## config.mk

```make
export PLATFORM = sky130hd
export DESIGN_NAME = txin_oversampler
export DESIGN_NICKNAME = d
export VERILOG_FILES = /design/src/rtl/txin_pkg.sv /design/src/rtl/txin_sync.sv /design/src/rtl/txin_gate.sv /design/src/rtl/txin_recover.sv /design/src/rtl/txin_oversampler.sv
export SDC_FILE = /design/constraint.sdc
export NUM_CORES = 1
export LEC_CHECK = 0
export ABC_AREA = 1
export CORE_AREA = 2 2 52 54
export CTS_CLUSTER_DIAMETER = 60
export DETAILED_ROUTE_END_ITERATION = 7
export DIE_AREA = 0 0 54 56
export PLACE_DENSITY = 0.45
export REMOVE_ABC_BUFFERS = 1
export SLEW_MARGIN = 25
export SYNTH_ARGS = -nofsm -noshare
export SYNTH_HDL_FRONTEND = slang
export SYNTH_SLANG_ARGS = --single-unit
```

## constraint.sdc

```tcl
create_clock -name clk -period 4.15 [get_ports clk]
set_input_delay 0.83 -clock clk [delete_from_list [all_inputs] [get_ports clk]]
set_output_delay 0.83 -clock clk [all_outputs]
set_load 0.02 [all_outputs]
```

## src/rtl/txin_pkg.sv

```systemverilog
package txin_pkg;
    localparam int unsigned SYNC_STAGES = 2;
    localparam int unsigned FMT_W       = 2;

    function automatic logic vote3(input logic [2:0] v);
        return (v[0] & v[1]) | (v[0] & v[2]) | (v[1] & v[2]);
    endfunction
endpackage

```

## src/rtl/txin_sync.sv

```systemverilog
module txin_sync #(
    parameter int unsigned STAGES = 2
) (
    input  logic clk,
    input  logic rst_n,
    input  logic din,
    output logic dout
);
    typedef struct packed {
        logic [STAGES-1:0] chain;
    } sync_t;

    sync_t s_d, s_q;

    always_comb begin
        s_d = s_q;
        if (STAGES > 1) begin
            s_d.chain = {s_q.chain[STAGES-2:0], din};
        end else begin
            s_d.chain[0] = din;
        end
    end

    always_ff @(posedge clk or negedge rst_n) begin
        if (!rst_n) s_q <= '0;
        else        s_q <= s_d;
    end

    assign dout = s_q.chain[STAGES-1];
endmodule

```

## src/rtl/txin_gate.sv

```systemverilog
module txin_gate #(
    parameter int unsigned FMT_W   = 2,
    parameter int unsigned FMT_RAW = 3
) (
    input  logic             clk,
    input  logic             rst_n,
    input  logic [FMT_W-1:0] fmt_sel,
    input  logic             start_stb,
    input  logic             idle_stb,
    output logic             tx_on
);
    localparam logic [FMT_W-1:0] RAW_CODE = FMT_W'(FMT_RAW);

    typedef struct packed {
        logic on;
    } gate_t;

    gate_t g_d, g_q;

    always_comb begin
        g_d = g_q;
        if (idle_stb || (fmt_sel != RAW_CODE)) begin
            g_d.on = 1'b0;
        end else if (start_stb) begin
            g_d.on = 1'b1;
        end
    end

    always_ff @(posedge clk or negedge rst_n) begin
        if (!rst_n) g_q <= '0;
        else        g_q <= g_d;
    end

    assign tx_on = g_q.on;

    assert_enter_R2: assert property (@(posedge clk) disable iff (!rst_n)
        $rose(tx_on) |-> $past(start_stb && (fmt_sel == RAW_CODE)));
    assert_idle_wins_R3: assert property (@(posedge clk) disable iff (!rst_n)
        idle_stb |=> !tx_on);
    assert_mode_exit_R4: assert property (@(posedge clk) disable iff (!rst_n)
        (fmt_sel != RAW_CODE) |=> !tx_on);
endmodule

```

## src/rtl/txin_recover.sv

```systemverilog
module txin_recover #(
    parameter int unsigned OSR = 8
) (
    input  logic clk,
    input  logic rst_n,
    input  logic tx_on,
    input  logic os_tick,
    input  logic samp,
    output logic bit_out,
    output logic bit_valid
);
    localparam int unsigned PH_W = $clog2(OSR);
    localparam logic [PH_W-1:0] PH_LAST = PH_W'(OSR - 1);
    localparam logic [PH_W-1:0] PH_LATE = PH_W'(OSR - 2);
    localparam logic [PH_W-1:0] V_LO    = PH_W'(OSR / 2 - 1);
    localparam logic [PH_W-1:0] V_MID   = PH_W'(OSR / 2);
    localparam logic [PH_W-1:0] V_HI    = PH_W'(OSR / 2 + 1);

    typedef struct packed {
        logic [PH_W-1:0] phase;
        logic            last;
        logic [2:0]      votes;
        logic            bitv;
        logic            valid;
    } rec_t;

    rec_t r_d, r_q;
    logic            edge_seen;
    logic            realign;
    logic            emit;
    logic [PH_W-1:0] idx;

    always_comb begin
        r_d       = r_q;
        r_d.valid = 1'b0;
        edge_seen = samp != r_q.last;
        realign   = edge_seen && !((r_q.phase >= V_LO) && (r_q.phase <= V_HI));
        emit      = (r_q.phase == PH_LAST) || (realign && (r_q.phase == PH_LATE));
        idx       = realign ? '0 : r_q.phase;
        if (!tx_on) begin
            r_d.phase = '0;
            r_d.votes = '0;
            r_d.last  = samp;
        end else if (os_tick) begin
            r_d.last = samp;
            if (emit) begin
                r_d.bitv  = txin_pkg::vote3(r_q.votes);
                r_d.valid = 1'b1;
            end
            if (idx == V_LO)  r_d.votes[0] = samp;
            if (idx == V_MID) r_d.votes[1] = samp;
            if (idx == V_HI)  r_d.votes[2] = samp;
            r_d.phase = (idx == PH_LAST) ? '0 : idx + 1'b1;
        end
    end

    always_ff @(posedge clk or negedge rst_n) begin
        if (!rst_n) r_q <= '0;
        else        r_q <= r_d;
    end

    assign bit_out   = r_q.bitv;
    assign bit_valid = r_q.valid;

    assert_one_clock_R9: assert property (@(posedge clk) disable iff (!rst_n)
        bit_valid |=> !bit_valid);
    assert_after_tick_R9: assert property (@(posedge clk) disable iff (!rst_n)
        bit_valid |-> $past(os_tick));
    assert_phase_rest_R3: assert property (@(posedge clk) disable iff (!rst_n)
        !tx_on |=> (r_q.phase == '0));
    assert_phase_hold_R5: assert property (@(posedge clk) disable iff (!rst_n)
        (tx_on && !os_tick) |=> $stable(r_q.phase));
endmodule

```

## src/rtl/txin_oversampler.sv

```systemverilog
module txin_oversampler #(
    parameter int unsigned OSR     = 8,
    parameter int unsigned FMT_RAW = 3
) (
    input  logic       clk,
    input  logic       rst_n,
    input  logic       data_pin,
    input  logic       os_tick,
    input  logic [1:0] fmt_sel,
    input  logic       start_stb,
    input  logic       idle_stb,
    output logic       bit_out,
    output logic       bit_valid
);
    logic pin_s;
    logic tx_on;

    txin_sync #(.STAGES(txin_pkg::SYNC_STAGES)) i_sync (
        .clk  (clk),
        .rst_n(rst_n),
        .din  (data_pin),
        .dout (pin_s)
    );

    txin_gate #(.FMT_W(txin_pkg::FMT_W), .FMT_RAW(FMT_RAW)) i_gate (
        .clk      (clk),
        .rst_n    (rst_n),
        .fmt_sel  (fmt_sel),
        .start_stb(start_stb),
        .idle_stb (idle_stb),
        .tx_on    (tx_on)
    );

    txin_recover #(.OSR(OSR)) i_recover (
        .clk      (clk),
        .rst_n    (rst_n),
        .tx_on    (tx_on),
        .os_tick  (os_tick),
        .samp     (pin_s),
        .bit_out  (bit_out),
        .bit_valid(bit_valid)
    );

    assert_quiet_off_R3: assert property (@(posedge clk) disable iff (!rst_n)
        $past(!tx_on) |-> !bit_valid);
endmodule

```

* Word-level counts from Yosys, hierarchy flattened
Cells that the tools add are included.
** Word-level totals
- Flip-flop bits (word level) :: 12
- Bits of input ports :: 8
- Output and inout bits :: 2
- Word-level logic and storage cells :: 51
** Operators by class
- $add $sub $neg :: 1
- $lt $le $gt $ge :: 2
- Equal/unequal tests :: 12
- Mux-type cells :: 11
- Bitwise operators :: 5
- Reduce and logical (&&, ||, !) cells :: 11
** Operators by type and width (number)
- equality test 3 bit (second input constant) :: 5
- two-way mux 9 bit :: 1
- two-way mux 7 bit :: 1
- two-way mux 1 bit :: 6
- two-way mux 3 bit :: 2
- != test 2 x 1 -> 1 bit (second input constant) :: 3
- AND reduction 2 bit :: 3
- != test 2 bit (second input constant) :: 2
- adder 3 x 1 -> 3 bit (second input constant) :: 1
- AND 1 bit :: 3
- equality test 3 x 2 -> 1 bit (second input constant) :: 1
- >= comparator 3 x 2 -> 1 bit (second input constant) :: 1
- less-or-equal comparator 3 bit (second input constant) :: 1
- logical AND 1 bit :: 3
- AND reduction 3 bit :: 1
- logical OR 1 bit :: 2
- two-way mux 2 bit :: 1
- OR 1 bit :: 2
- nonzero test 2 bit :: 1
- logical NOT 1 bit :: 1
- != test 1 bit :: 1

* Logic depth before layout (Yosys ltp)
- Depth in word-level cells :: 9
- Gate-level depth with buffers :: 14
- Depth with buffers taken out :: 14

* Hierarchy
From an unflattened synthesis, not the netlist that was laid out.
** Second synthesis, totals
- Cells, all modules :: 73
- Area total of the unflattened synthesis :: 595.6 µm²
** By module, submodules not included
- txin_recover :: times used 1, cells an instance 66, area an instance 504.2 µm², seq. area each 225.2 µm²
- txin_sync :: times used 1, cells an instance 2, area an instance 50.0 µm², seq. area each 50.0 µm²
- txin_gate :: times used 1, cells an instance 5, area an instance 41.3 µm², seq. area each 25.0 µm²

* Worst setup path before layout
Ideal clock, no wire load.
- Path kind :: in2reg
- Start point :: in os_tick
- End point :: reg i_recover.r_q[3] (netlist name)
- Setup time :: 0.117 ns
- Arrival :: 1.203 ns
- Required time :: 4.033 ns
- Slack :: 2.829 ns
- Stages :: 6
- Path buffers :: 0
- Path through :: nand2_2 inv_1 nand2_1 inv_1 o21ai_1 inv_1
** On the way
- Cells in the longest elaborated chain, start to end :: 2
** RTL lines
- start: declaration :: RTL line txin_oversampler.sv:8 : input logic os_tick,
- != test 2 bit (no source line)
- AND reduction 2 bit (no source line)
- end signal: assignment :: RTL line txin_recover.sv:59 : else r_q <= r_d;
- end: declaration :: RTL line txin_recover.sv:27 : rec_t r_d, r_q;
No other way between the ends.
A chain may end at the register's enable or synchronous reset.

* Worst setup path in the final report
- Start point :: reg i_recover.r_q, in the netlist i_recover.bit_out
- End point :: out bit_out
** RTL lines
- end: declaration :: RTL line txin_oversampler.sv:12 : output logic bit_out,
No word-level cell between the ends.

==> summary.md <==
| Metric | Value |
|---|---|
| Max Root-Sink Buffers | 2 |
| CP Launch Type | flip-flop |
| CTS H-tree depth | 1 |
| Vias in the first global route | 427 |
| Synth Area in Adders | 5.88% |
| RSZ-0062 raised after global routing | no |
| Core area | 0.00243 mm2 |
| Final #Nets | 101 |
| CTS tree | built |
| Slowest CP cell | clkdlybuf4s50_1 |
| Initial antenna violation count | 0 |
| Async set-reset flop share out of synthesis | 100% |
| GP Congestion | 0.855 |
| Detailed-placement wirelength estimate | 878 um |
| Worst Max-Slew Pin Slew | 0.561 ns |
| Vias per inst | 4.13 |
| Core Rows | 18 |
| Synth Area in Compound Gates | 3.78% |
| FF+latch count, synth | 12 |
| Synth warn | 0 |
| Die area | 0.00302 mm2 |
| Syn_area_per_cell | 7.73 um2 |
| Placed cell areas | 723 um2 |
| Setup Total Neg Slack | 0 ns |
| Max Freq | 487 MHz |
| CTS Sinks | 12 |
| WL final | 1130 um |
| Clock Skews | 0.00180 ns |
| Residual DRC | 0 |
| Clock root buffer | clkbuf_4 |
| Most frequent cell after synthesis | nand2_1 |
| Core Util, Final | 31.2% |
| Antenna Nets Post-Route | 0 |
| Vias | 496 |
| DR iter-0 viols | 13 |
| LEAKAGE | 0.000398 uW |
| Worst endpoint required time | 3.32 ns |
| Top delay family on crit path | buffers and inverters |
| Worst-path clk slew | 0.08 ns |
| WP data arrival | 1.22 ns |
| Slowest stage delay, CP | 0.60 ns |
| Min-delay worst type | reg2reg |
| # resized after CTS | 0 |
| GR Overflow Total | 0 |
| Global router's overall resource usage | 8.65% |
| Post-CTS Hold Fix Bufs | 0 |
| Cell variety after synth | 15 |
| Commonest register cell after synthesis | dfrtp_1 |
| Horiz. Die Dim | 54 um |
| # port buffers | 9 |
| Boundary Pins | 10 |
| Sequential-to-total area share from yosys stat | 50.4% |
| PwrDens | 303 mW/mm2 |
| Share of cells above drive strength 1 | 8.89% |
| Top cell type's share of synthesized area | 50.4% |
| Maximum VDD drop | 0.163 mV |
| Crit path cell chain | clkdlybuf4s50_1 |
| First-pass GRT wire length | 1860 um |
| Crit path buffers/inverters | 1 |
| Setup repair bufs after CTS | 0 |
| First-pass iteration count of the detailed router | 4 |
| Max_slew headroom | 62.5% |
| Crit. End Element | primary output |
| Layout filler cell count | 264 |
| Design area | 759 um2 |
| Multi-input logic area | 239 um2 |
| Flip-flop and latch area | 300 um2 |
| Chip height | 56 um |
| Max cap viols | 0 |
| CP max FO | 2 |
| Post-synth top cells | nand2_1, inv_1, dfrtp_1 |
| Slew Limit Fails | 0 |
| Mapped cell area | 596 um2 |
| Simple-gate area share of the yosys netlist | 30.5% |
| Final setup fails | 0 |
| Minimum clock period after layout | 2.05 ns |
| Final hold vios | 0 |
| Largest family of logic cells by synthesized area | simple AND/OR/NAND/NOR gates |
| Mux contribution to synthesized area | 0% |
| Diode count | 0 |
| WS Path Type | reg2out |
| Area grow syn2layout | 27.5% |
| TritonCTS Buffers | 3 |
| Initial Util | 24.5% |
| Final Cycle Share | 49.5% |
| EDFF count, synth | 0 |
| Largest net degree at the start of global routing | 13 |
| Clock Latency Late Sink | 0.27 ns |
| Status | complete, no violations |
| Top post-synthesis cells by area | dfrtp_1, nand2_1, inv_1, ha_1, nand2_2 |
| Xor/xnor share of the synthesized area | 0% |
| Syn Inst Count | 77 |
| Synth area leader | dfrtp_1 |
| Post-DR wirelength/cell | 9.43 um |
[per-stage QoR]
stage,total power (uW),setup slack (ns),hold slack [ns],cells
3_5_place_dp,140,2.18,0.338,116
2_1_floorplan,129,2.83,0.331,77
5_1_grt,241,2.06,0.366,120
3_3_place_gp,140,2.20,0.333,116
6_report,230,2.10,0.355,120
4_1_cts,236,2.08,0.357,120
[final cells by class]
cell class | instances | share of cell area, %
repair buffers | 9 | 11.9
multi-input cells | 50 | 31.5
inverters | 15 | 7.41
flip-flops and latches | 12 | 39.5
clock buffers | 4 | 4.78
well taps | 30 | 4.94
[path summary, 6_finish.rpt]
kind                                   startpoint           endpoint  slack, ns  cells after the start
worst max-delay path            i_recover.bit_out            bit_out       2.10                      1
worst min-delay path                i_sync.s_q[0]      i_sync.s_q[1]       0.36                      0
worst max register to register   i_recover.r_q[8]   i_recover.r_q[4]       2.69                     13
worst min register to register      i_sync.s_q[0]      i_sync.s_q[1]       0.36                      0
max in group asynchronous                   rst_n  i_recover.bit_out       2.87                      1
min in group asynchronous                   rst_n   i_recover.r_q[2]       0.92                      1
[layer usage]
layer,GRT usage [%],vias to the layer above,share of wire (%)
met5,0,-,0
met3,4.03,0,5.7
met1,11.5,216,47
met2,12.0,16,47
li1,-,264,-
met4,3.21,0,0
[registers in the layout, summed over array words and instances, names as in the netlist]
register,cells
i_sync.s_q,2
i_recover.r_q,7
i_recover.bit_valid,1
i_gate.tx_on,1
i_recover.bit_out,1
[cell usage in the layout (no fill, tap or decap)]
cell type	count
ha_1	2
clkdlybuf4s50_1	9
maj3_1	1
nand4_1	2
clkbuf_4	3
nor2_2	1
inv_1	14
nand2_1	30
clkbuf_8	1
dfrtp_1	12
nand2_2	3
nand3_1	3
nor2_1	3
o21ai_0	1
o21ai_1	1
clkinv_1	1
o22ai_1	2
nor3_1	1
[cell families (layout without fill, tap and decap cells)]
| group | after synthesis | count (layout) |
|---|---|---|
| AND/OR/NAND/NOR | 43 | 43 |
| buffers and inverters | 15 | 28 |
| flip-flops | 12 | 12 |
| AO/OA/AOI/OAI | 4 | 4 |
| adder cells (fa/ha/maj) | 3 | 3 |
[power breakdown]
part           total, uW  leakage, uW  switching (uW)  internal (uW)
clock network       92.6    0.0000210            39.3           53.3
logic               16.7     0.000217            8.43           8.23
registers            121     0.000160            1.65            119
total                230     0.000398            49.4            180
No activity file was read; power rests on OpenSTA's default activity.
